### config.mk
export PLATFORM = sky130hd
export DESIGN_NAME = shift_rotate_unit
export DESIGN_NICKNAME = d
export VERILOG_FILES = /design/src/rtl/shru_pkg.sv /design/src/rtl/shru_lane.sv /design/src/rtl/shru_flags.sv /design/src/rtl/shift_rotate_unit.sv
export SDC_FILE = /design/constraint.sdc
export NUM_CORES = 1
export LEC_CHECK = 0
export BUFFER_PORTS_ARGS = -buffer_cell sky130_fd_sc_hd__buf_2
export CAP_MARGIN = 5
export CORE_ASPECT_RATIO = 1.25
export CORE_MARGIN = 4
export CORE_UTILIZATION = 52
export DETAILED_ROUTE_END_ITERATION = 10
export PLACE_DENSITY = 0.84
export SYNTH_ARGS = -nofsm -noshare
export SYNTH_HDL_FRONTEND = slang
export SYNTH_SLANG_ARGS = --single-unit
### constraint.sdc
create_clock -name vclk -period 6.41
set_input_delay 0.3205 -clock vclk [all_inputs]
set_output_delay 0.3205 -clock vclk [all_outputs]
set_load 0.005 [all_outputs]
### src/rtl/shru_pkg.sv
package shru_pkg;

  typedef enum logic [3:0] {
    OP_SHLL  = 4'd0,
    OP_SHLR  = 4'd1,
    OP_SHAL  = 4'd2,
    OP_SHAR  = 4'd3,
    OP_ROTL  = 4'd4,
    OP_ROTR  = 4'd5,
    OP_ROTXL = 4'd6,
    OP_ROTXR = 4'd7,
    OP_NOT   = 4'd8
  } shru_op_e;

  localparam int OP_W = 4;

endpackage

### src/rtl/shru_lane.sv
// One width lane: applies the selected operation to an LW-bit operand.
module shru_lane
  import shru_pkg::*;
#(
  parameter int LW = 8
) (
  input  logic [LW-1:0] x_i,
  input  shru_op_e      op_i,
  input  logic          two_i,
  input  logic          cin_i,
  output logic [LW-1:0] r_o,
  output logic          c_o,
  output logic          v_o
);

  // Single-position step: returns {v, c, r}.
  function automatic logic [LW+1:0] step(input shru_op_e op,
                                         input logic [LW-1:0] x,
                                         input logic cin);
    logic [LW-1:0] r;
    logic c;
    logic v;
    v = 1'b0;
    case (op)
      OP_SHLL: begin r = {x[LW-2:0], 1'b0};   c = x[LW-1]; end
      OP_SHAL: begin r = {x[LW-2:0], 1'b0};   c = x[LW-1];
                     v = x[LW-1] ^ x[LW-2]; end
      OP_SHLR: begin r = {1'b0, x[LW-1:1]};   c = x[0]; end
      OP_SHAR: begin r = {x[LW-1], x[LW-1:1]}; c = x[0]; end
      OP_ROTL: begin r = {x[LW-2:0], x[LW-1]}; c = x[LW-1]; end
      OP_ROTR: begin r = {x[0], x[LW-1:1]};   c = x[0]; end
      OP_ROTXL: begin r = {x[LW-2:0], cin};   c = x[LW-1]; end
      OP_ROTXR: begin r = {cin, x[LW-1:1]};   c = x[0]; end
      default: begin r = x; c = 1'b0; end
    endcase
    return {v, c, r};
  endfunction

  logic [LW+1:0] first_s;
  logic [LW+1:0] second_s;
  logic          is_move;

  assign first_s  = step(op_i, x_i, cin_i);
  // second step uses the first step's carry as its incoming carry
  assign second_s = step(op_i, first_s[LW-1:0], first_s[LW]);
  assign is_move  = (op_i <= OP_ROTXR);

  always_comb begin
    if (op_i == OP_NOT) begin
      r_o = ~x_i;
      c_o = 1'b0;
      v_o = 1'b0;
    end else if (is_move && two_i) begin
      r_o = second_s[LW-1:0];
      c_o = second_s[LW];
      v_o = first_s[LW+1] | second_s[LW+1];
    end else if (is_move) begin
      r_o = first_s[LW-1:0];
      c_o = first_s[LW];
      v_o = first_s[LW+1];
    end else begin
      r_o = x_i;
      c_o = 1'b0;
      v_o = 1'b0;
    end
  end

endmodule

### src/rtl/shru_flags.sv
// Derives N and Z from the result at the selected width.
module shru_flags #(
  parameter int BYTE_W    = 8,
  parameter int NUM_SIZES = 3,
  localparam int MAX_W    = BYTE_W << (NUM_SIZES - 1),
  localparam int SZ_W     = $clog2(NUM_SIZES)
) (
  input  logic [MAX_W-1:0] res_i,
  input  logic [SZ_W-1:0]  sel_i,
  output logic             n_o,
  output logic             z_o
);

  logic [NUM_SIZES-1:0] lane_msb;
  logic [NUM_SIZES-1:0] lane_zero;

  for (genvar g = 0; g < NUM_SIZES; g++) begin : g_flag
    localparam int LW = BYTE_W << g;
    assign lane_msb[g]  = res_i[LW-1];
    assign lane_zero[g] = (res_i[LW-1:0] == '0);
  end

  assign n_o = lane_msb[sel_i];
  assign z_o = lane_zero[sel_i];

endmodule

### src/rtl/shift_rotate_unit.sv
// Combinational shift / rotate / complement datapath with flag outputs.
module shift_rotate_unit
  import shru_pkg::*;
#(
  parameter int BYTE_W    = 8,
  parameter int NUM_SIZES = 3,
  localparam int MAX_W    = BYTE_W << (NUM_SIZES - 1),
  localparam int SZ_W     = $clog2(NUM_SIZES)
) (
  input  logic [MAX_W-1:0] opnd_i,
  input  logic [SZ_W-1:0]  size_i,
  input  logic [OP_W-1:0]  op_i,
  input  logic             two_i,
  input  logic             carry_i,
  output logic [MAX_W-1:0] result_o,
  output logic             n_o,
  output logic             z_o,
  output logic             v_o,
  output logic             c_o
);

  shru_op_e             op_s;
  logic [SZ_W-1:0]      sel_idx;
  logic [MAX_W-1:0]     lane_res [NUM_SIZES];
  logic [NUM_SIZES-1:0] lane_c;
  logic [NUM_SIZES-1:0] lane_v;

  assign op_s = shru_op_e'(op_i);

  // codes beyond the last size fall back to the widest lane
  assign sel_idx = (size_i >= SZ_W'(NUM_SIZES)) ? SZ_W'(NUM_SIZES - 1) : size_i;

  for (genvar g = 0; g < NUM_SIZES; g++) begin : g_lane
    localparam int LW = BYTE_W << g;
    logic [LW-1:0] r_s;
    shru_lane #(.LW(LW)) lane_i (
      .x_i   (opnd_i[LW-1:0]),
      .op_i  (op_s),
      .two_i (two_i),
      .cin_i (carry_i),
      .r_o   (r_s),
      .c_o   (lane_c[g]),
      .v_o   (lane_v[g])
    );
    assign lane_res[g] = MAX_W'(r_s);
  end

  assign result_o = lane_res[sel_idx];
  assign c_o      = lane_c[sel_idx];
  assign v_o      = lane_v[sel_idx];

  shru_flags #(.BYTE_W(BYTE_W), .NUM_SIZES(NUM_SIZES)) flags_i (
    .res_i (result_o),
    .sel_i (sel_idx),
    .n_o   (n_o),
    .z_o   (z_o)
  );

endmodule

==> results of run 1 <==
-- how the worst min path moves through the flow --
stage,end,slack [ns],cells after the start
CTS,result_o[25],1.07,4
floorplan,result_o[25],0.78,2
finish,result_o[5],1.08,4
global placement,result_o[5],1.05,4
global route,result_o[25],1.08,4
detailed placement,result_o[25],1.07,4
-- metrics by stage --
step | area (um2) | cells | util
finish | 2660 | 449 | 0.606
floorplan | 2360 | 351 | -
global placement | 2660 | 449 | 0.606
detailed placement | 2660 | 449 | 0.606
global route | 2660 | 449 | 0.606
CTS | 2660 | 449 | 0.606
-- routing by layer --
metal	vias to the layer above	global-route usage	part of all wire
li1	1420	-	-
met1	1441	0.371	0.38
met5	-	0	0
met4	0	0.127	0.044
met2	216	0.480	0.48
met3	40	0.0298	0.089
-- critical path: cells and delay by family --
family	cells	cell delay (ns)
and+or+nand+nor	5	2.26
buffers and inverters	3	0.66
xor gates and xnor gates	1	0.20
AOI/OAI and AO/OA	1	0.12
-- cell usage after synthesis (3+ instances only) --
cell	instances	area (um2)
inv_1	9	33.8
a311oi_1	3	26.3
mux2_2	3	33.8
nand2_1	29	109
o211ai_1	7	52.6
a2111oi_0	3	26.3
nor4_1	3	18.8
nor2_1	22	82.6
nand2b_1	11	68.8
o31ai_1	3	22.5
a21oi_1	28	140
nand4_1	4	25.0
o21ai_0	18	90.1
mux2i_1	16	160
xor2_1	3	26.3
nor2b_1	11	68.8
a211oi_1	14	105
buf_2	19	95.1
a32oi_1	4	35.0
xnor2_1	30	263
nor3_1	4	20.0
mux4_2	7	158
a211o_1	4	35.0
nand3_1	16	80.1
buf_1	3	11.3
a31oi_1	8	50.1
o211a_1	3	30.0
nor3b_1	4	30.0
clkbuf_1	15	56.3
or3_1	3	18.8
-- where the power goes --
part,switching [mW],total (mW),leakage (nW),internal (mW)
registers,0,0,0,0
logic,0.126,0.215,1.08,0.0890
clock network,0,0,0,0
-- final cells by class --
cell class | instances | area [um2]
Fill cell | 419 | 1730
Inverter | 10 | 37.5
Multi-Input combinational cell | 301 | 2140
Tap cell | 58 | 72.6
Timing Repair Buffer | 80 | 410
-- logic make-up (layout without fill, tap and decap cells) --
family,after synthesis,after routing,share of synthesized area
buffers and inverters,50,90,0.0959
AND/OR/NAND/NOR,124,124,0.280
AO/OA/AOI/OAI,117,117,0.348
multiplexers,27,27,0.154
XOR/XNOR,33,33,0.122
==> qor.yml, run 1 <==
setup_path:
  path_class: "in -> out"
  critical_path.startpoint: "op_i[0]"
  critical_path.endpoint: "z_o"
  cpMostUsedCell: "buf_2"
  timing.critical_path.slowest_stage_cell: "nor3_4"
  worst_setup_path_end_kind: "output pin"
  critical_path.max_fanout: 31
  timing.critical_path.required_ns: 6.09
  cp.arrival_ns: 3.56
  critical_path.startpoint_type: "input pin"
  critPathMaxStageDelay_ns: 0.95
  ordered_cell_list_for_the_critical_path: "buf_2, buf_4, nor3_4, xnor2_1, a2111oi_0, or4_1, nor4_1, nand4_1, nor4_2, buf_2"
synthesis:
  synth_area_um2: 2360
  yosysWarningCount: 0
  synth.avg_cell_area_um2: 6.73
  cells_after_synth: 351
  synth-seq-area-share: 0
  syn_nets: 391
  synth_cell_type_count: 64
placement:
  place_hpwl_mm: 6.25
  routability_driven_placement_congestion_ratio: 0.939
  dp_worst_setup_slack_ns: 2.55
  input_output_buffers: 76
timing:
  whs_ns: 1.08
  max_freq_ghz: 0.258
  max_slew.worst_pin.slew_ns: 1.15
  report.final.setup_viol: 0
  timing.final.crit_share: 0.606
  max_slew_headroom: 0.232
  final_max_slew_viol_count: 0
  rsz0062_at_grt: "no"
  finalWorstPathRequiredPeriod_ns: 3.88
  hold_viol_final: 0
  final.setup.worst_slack_ns: 2.53
  setup_tns_ns: 0
finish:
  layout.area.seq_um2: 0
  clkbuf_count: 0
  most_common_cell_after_layout_fill_and_taps_aside: "buf_2"
  antenna_cells_inserted: 0
  num-nets-final: 433
  post_route_cells_drive_above_1_share: 0.246
  area_growth_pct: 12.7
  layout_common_cells: "76 x buf_2, 30 x xnor2_1, 29 x nand2_1"
  count_of_flip_flops_and_latches: 0
floorplan:
  initial_utilization: 0.538
  coreArea_um2: 4390
  io-pin-count: 76
  die_area_um2: 5690
  rows: 27
  fp.dieW_um: 68.3
  die_height_um: 83.3
global_routing:
  antenna_found_initial: 0
  grt.overflow.total: 0
  grt_pass1_vias: 2831
  grt_max_degree: 59
  grt_pass1_wl_mm: 13.6
  track_usage: 0.292
pwr:
  leakage_nw: 1.08
  vdd.ir_drop.worst_uv: 39.7
  power_density_nw_per_um2: 80.8
  report.power.total_mw: 0.215
route:
  wl_per_cell_um: 19.2
  drtAntennaViolNets: 0
  drt-pass1-iter-count: 6
  route.final.wire_length_mm: 8.62
  routed_via_density: 6.94
  post-route-drc-count: 0
  drt_iter0_markers: 381
  via_count: 3117
worst_hold_path:
  min_delay_src: "opnd_i[3]"
  worstHoldPathType: "in -> out"
flow_run:
  max_cap_viol_count: 0
status:
  result_of_the_run: "completed"
cts:
  post_cts_resized: 0
  cts_setup_buffers: 0
  post_cts_hold_buffer_count: 0
Power figures use the tool's default switching activity.
==> run 2: changes to the inputs <==
--- a/config.mk
+++ b/config.mk
@@ -5,6 +5,7 @@
 export SDC_FILE = /design/constraint.sdc
 export NUM_CORES = 1
 export LEC_CHECK = 0
+export ABC_AREA = 1
 export BUFFER_PORTS_ARGS = -buffer_cell sky130_fd_sc_hd__buf_2
 export CAP_MARGIN = 5
 export CORE_ASPECT_RATIO = 1.25
==> constraint.sdc (replaced) <==
create_clock -name vclk -period 3.1
set_input_delay 0.155 -clock vclk [all_inputs]
set_output_delay 0.155 -clock vclk [all_outputs]
set_load 0.005 [all_outputs]
==> qor.yml, run 2 <==
synthesis:
  synthDominantCellAreaShare: 0.324  # +0.213
  synth.avg_cell_area_um2: 4.61  # -31%
  synthMostInstantiatedCell: "nand2_1"
  cells_after_synth: 678  # +93%
  synth_top_cell_by_area: "nand2_1"
  yosysWarningCount: 0  # unchanged
  synth_area_um2: 3130  # +32%
  synth_area_leaders: "nand2_1 32%, nand3_1 17%, inv_1 13%, buf_6 5.4%, nor2_1 4.7%"
  netlist_top_cells_count: "270 x nand2_1, 108 x nand3_1, 105 x inv_1, 39 x nor2_1, 23 x o21ai_0"
  synth-seq-area-share: 0  # unchanged
  syn_nets: 718  # +84%
  synth_cell_type_count: 35  # -45%
finish:
  post_route_cells_drive_above_1_share: 0.154  # -0.0914
  multi_input_gate_area_um2: 2380  # +11%
  layout.area.seq_um2: 0  # unchanged
  final_core_util: 0.570  # -0.0357
  count_of_flip_flops_and_latches: 0  # unchanged
  filler_cell_count: 658  # +57%
  clkbuf_count: 0  # unchanged
  num-nets-final: 762  # +76%
  layout_common_cells: "270 x nand2_1, 108 x nand3_1, 105 x inv_1"
  most_common_cell_after_layout_fill_and_taps_aside: "nand2_1"
  area_growth_pct: 6.08
  antenna_cells_inserted: 0  # unchanged
floorplan:
  rows: 31  # +15%
  io-pin-count: 76  # unchanged
  die_height_um: 94.7  # +14%
  fp.dieW_um: 77.4  # +13%
  die_area_um2: 7330  # +29%
  initial_utilization: 0.538  # about the same
  coreArea_um2: 5820  # +32%
pwr:
  vdd.ir_drop.worst_uv: 78.2  # +97%
  power_frac_comb: 1.000  # about the same
  power.net_switching_mw: 0.349  # +180%
  power.share.switching: 0.663  # +0.0773
  seq_power_share: 0  # unchanged
  leakage_nw: 2.17  # +100%
  share_clk_of_total_power: 0  # unchanged
  power_density_nw_per_um2: 158  # +96%
  report.power.total_mw: 0.526  # +140%
  cell_internal_pwr_mw: 0.177  # +99%
global_routing:
  grt_pass1_vias: 4056  # +43%
  grt_max_degree: 35  # -41%
  grt_pass1_wl_mm: 19.0  # +40%
  grt.overflow.total: 0  # unchanged
  track_usage: 0.309  # +0.0172
  antenna_found_initial: 0  # unchanged
worst_hold_path:
  worstHoldPathType: "in -> out"
  timing.hold.worst_path_depth: 3  # -1
  min_delay_src: "opnd_i[3]"
  worst_hold_path.endpoint: "result_o[3]"
timing:
  finalWorstPathRequiredPeriod_ns: 2.55
  hold_viol_final: 0  # unchanged
  max_slew.worst_pin.slew_ns: 0.774  # -0.374 ns
  max_slew_headroom: 0.483  # +0.250
  final_max_slew_viol_count: 0  # unchanged
  max_freq_ghz: 0.393
  setup_tns_ns: 0  # unchanged
  rsz0062_at_grt: "no"
  report.final.setup_viol: 0  # unchanged
  timing.final.crit_share: 0.822
setup_path:
  critical_path.max_fanout: 31  # unchanged
  worst_setup_path_end_kind: "output pin"
  critical_path.startpoint_type: "input pin"
  cp.arrival_ns: 2.39  # -1.17 ns
  path_class: "in -> out"
  timing.critical_path.required_ns: 2.94  # -3.15 ns
cts:
  cts_setup_buffers: 0  # unchanged
  post_cts_hold_buffer_count: 0  # unchanged
  post_cts_resized: 0  # unchanged
route:
  drt-pass1-iter-count: 8  # +2
  via_count: 4565  # +46%
  route.final.wire_length_mm: 11.8  # +37%
  drt_iter0_markers: 676  # +77%
  routed_via_density: 5.81  # -16%
  post-route-drc-count: 0  # unchanged
  wl_per_cell_um: 15.0  # -22%
  drtAntennaViolNets: 0  # unchanged
placement:
  place_hpwl_mm: 8.71  # +39%
  input_output_buffers: 76  # unchanged
  routability_driven_placement_congestion_ratio: 1.04  # +11%
status:
  result_of_the_run: "completed"
flow_run:
  max_cap_viol_count: 0  # unchanged
## run 2: changes by cell type after synthesis, moves of 17 or more
| cell | change |
|---|---|
| nand3_1 | +92 |
| nand2_1 | +241 |
| nor2_1 | +17 |
| inv_1 | +96 |
| xnor2_1 | -30 |
| o21ai_1 | +22 |
## run 2: power by group through the flow
stage / registers (mW) / logic (mW) / clock network (mW)
floorplan: 0 / 0.366 / 0
global placement: 0 / 0.507 / 0
detailed placement: 0 / 0.511 / 0
CTS: 0 / 0.514 / 0
global route: 0 / 0.587 / 0
finish: 0 / 0.526 / 0
## run 2: metal layers
metal / wire length, um / GRT usage / vias up
li1: - / - / 2200
met1: 4530 / 0.390 / 1987
met2: 5550 / 0.553 / 327
met3: 1270 / 0.0210 / 51
met4: 446 / 0.105 / 0
met5: 0 / 0 / -
## run 2: worst max-delay path, cell delays in order
cell      delay, ns
buf_2          0.26
nor2_4         0.66
nand3_1        0.24
nand3_1        0.23
nand2_1        0.15
o211ai_1       0.11
o21ai_0        0.10
o21ai_1        0.17
nand2_1        0.07
o21ai_1        0.10
buf_2          0.14
## run 2: worst max path at each step
stage                        from  endpoint  slack [ns]  cells past startpoint
after global routing      op_i[3]       c_o        0.38                     11
after floorplan           op_i[1]       z_o        1.59                     13
after CTS                 op_i[3]       z_o        0.67                     14
after detailed placement  op_i[3]       z_o        0.67                     14
after global placement    op_i[3]       c_o        0.65                     11
final                     op_i[3]       c_o        0.55                     11
## run 2: stage by stage
stage	worst slack, ns	cell area, um2	hold slack [ns]	cells
4_1_cts	0.666	3320	0.645	786
6_report	0.553	3320	0.646	786
3_5_place_dp	0.665	3320	0.644	786
2_1_floorplan	1.59	3130	0.383	678
5_1_grt	0.385	3320	0.666	786
3_3_place_gp	0.646	3320	0.640	786
## run 2: cells by family after synthesis
group / count (synthesis) / share of synthesized area
AO/OA/AOI/OAI: 80 / 0.143
AND/OR/NAND/NOR: 442 / 0.614
buffers and inverters: 155 / 0.240
XOR/XNOR: 1 / 0.00280
## run 2: layout make-up
class / count / share of cell area
Timing Repair Buffer: 81 / 0.126
Tap cell: 66 / 0.0249
Multi-Input combinational cell: 523 / 0.716
Inverter: 116 / 0.133
==> run 3: changes to the inputs <==
--- a/config.mk
+++ b/config.mk
@@ -12,7 +12,7 @@
 export CORE_MARGIN = 4
 export CORE_UTILIZATION = 52
 export DETAILED_ROUTE_END_ITERATION = 10
-export PLACE_DENSITY = 0.84
+export PLACE_DENSITY = 0.81
 export SYNTH_ARGS = -nofsm -noshare
 export SYNTH_HDL_FRONTEND = slang
 export SYNTH_SLANG_ARGS = --single-unit
==> constraint.sdc (replaced) <==
create_clock -name vclk -period 2.6
set_input_delay 0.13 -clock vclk [all_inputs]
set_output_delay 0.13 -clock vclk [all_outputs]
set_load 0.005 [all_outputs]
==> qor.yml, run 3 (synthesis results as in run 2) <==
cts:
  cts_setup_buffers: 0  # unchanged
  post_cts_resized: 0  # unchanged
  post_cts_hold_buffer_count: 0  # unchanged
timing:
  rsz0062_at_grt: "no"
  final_max_slew_viol_count: 0  # unchanged
  max_slew.worst_pin.slew_ns: 0.619  # -0.155 ns
  max_slew_headroom: 0.586  # +0.104
  report.final.setup_viol: 0  # unchanged
  final.setup.worst_slack_ns: 0.357  # -0.196 ns
  timing.final.crit_share: 0.863
  finalWorstPathRequiredPeriod_ns: 2.24
  hold_viol_final: 0  # unchanged
  setup_tns_ns: 0  # unchanged
  max_freq_ghz: 0.446
finish:
  clkbuf_count: 0  # unchanged
  post_route_cells_drive_above_1_share: 0.165  # +0.0104
  layout.area.seq_um2: 0  # unchanged
  num-nets-final: 771  # +1.2%
  most_common_cell_after_layout_fill_and_taps_aside: "nand2_1"
  layout_common_cells: "270 x nand2_1, 108 x nand3_1, 105 x inv_1"
  count_of_flip_flops_and_latches: 0  # unchanged
  postLayoutCellArea_um2: 3400  # +2.4%
  area_growth_pct: 8.64
  antenna_cells_inserted: 0  # unchanged
route:
  wl_per_cell_um: 15.6  # +4.2%
  drtAntennaViolNets: 0  # unchanged
  post-route-drc-count: 0  # unchanged
  route.final.wire_length_mm: 12.4  # +5.4%
  via_count: 4585  # +0.44%
  drt-pass1-iter-count: 5  # -3
  drt_iter0_markers: 445  # -34%
  routed_via_density: 5.77  # -0.70%
pwr:
  leakage_nw: 2.22  # +2.3%
  vdd.ir_drop.worst_uv: 144  # +84%
  report.power.total_mw: 0.643  # +22%
  power_density_nw_per_um2: 189  # +19%
global_routing:
  grt_max_degree: 33  # -5.7%
  grt_pass1_vias: 4058  # +0.049%
  track_usage: 0.325  # +0.0166
  grt.overflow.total: 0  # unchanged
  grt_pass1_wl_mm: 19.7  # +3.8%
  antenna_found_initial: 0  # unchanged
floorplan:
  io-pin-count: 76  # unchanged
  rows: 31  # unchanged
  die_area_um2: 7330  # unchanged
  fp.dieW_um: 77.4  # unchanged
  die_height_um: 94.7  # unchanged
  initial_utilization: 0.538  # unchanged
  coreArea_um2: 5820  # unchanged
setup_path:
  critical_path.max_fanout: 25  # -19%
  cp.arrival_ns: 2.11  # -0.28 ns
  critical_path.startpoint_type: "input pin"
  timing.critical_path.slowest_stage_cell: "nor2_4"
  path_class: "in -> out"
  critPathMaxStageDelay_ns: 0.52  # -0.14 ns
  worst_setup_path_end_kind: "output pin"
  ordered_cell_list_for_the_critical_path: "buf_2, nor2_4, nand3_1, nand3_1, a21oi_1, nor2_1, nand2_1, a21oi_1, nor2_1, nand3_1, nor2_1, buf_2"
  timing.critical_path.required_ns: 2.47  # -0.47 ns
worst_hold_path:
  timing.hold.worst_path_depth: 3  # unchanged
  worstHoldPathType: "in -> out"
placement:
  input_output_buffers: 76  # unchanged
  place_hpwl_mm: 9.49  # +9.1%
  routability_driven_placement_congestion_ratio: 1.04  # +0.42%
  place_area_um2: 3400  # +2.4%
  dp_worst_setup_slack_ns: 0.402  # -0.263 ns
status:
  result_of_the_run: "completed"
flow_run:
  max_cap_viol_count: 0  # unchanged
## run 3: cell count changes in the layout (fill, tap and decap cells not counted)
cell,before,now
buf_12,0,1
buf_4,5,13
## run 3: critical path: cells and delay by family
family | cells | cell delay [ns]
buffers and inverters | 2 | 0.32
AND/OR/NAND/NOR | 8 | 1.37
AO/OA/AOI/OAI | 2 | 0.31
## run 3: report_power, final
part	total [mW]	switching, mW	internal, mW
Clock	0	0	0
Sequential	0	0	0
Combinational	0.643	0.422	0.221
## run 3: routing by layer
metal / part of all wire / global-route usage / vias up
met2: 0.47 / 0.573 / 296
li1: - / - / 2218
met5: 0 / 0 / -
met4: 0.041 / 0.123 / 0
met3: 0.098 / 0.0267 / 46
met1: 0.39 / 0.411 / 2025
## run 3: final cells by class
| type | instances | area (um2) |
|---|---|---|
| well taps | 66 | 82.6 |
| multi-input cells | 523 | 2380 |
| repair buffers | 90 | 498 |
| fillers | 660 | 2420 |
| inverters | 116 | 440 |
## run 3: stage by stage
stage               std cells  hold slack, ns   util
global placement          795           0.610  0.584
detailed placement        795           0.611  0.584
global route              795           0.641  0.584
CTS                       795           0.613  0.584
finish                    795           0.621  0.584
floorplan                 678           0.333      -
## run 3: final timing paths
| check | startpoint | endpoint | slack [ns] |
|---|---|---|---|
| worst max-delay path | op_i[3] | z_o | 0.36 |
| worst min-delay path | opnd_i[3] | result_o[3] | 0.62 |
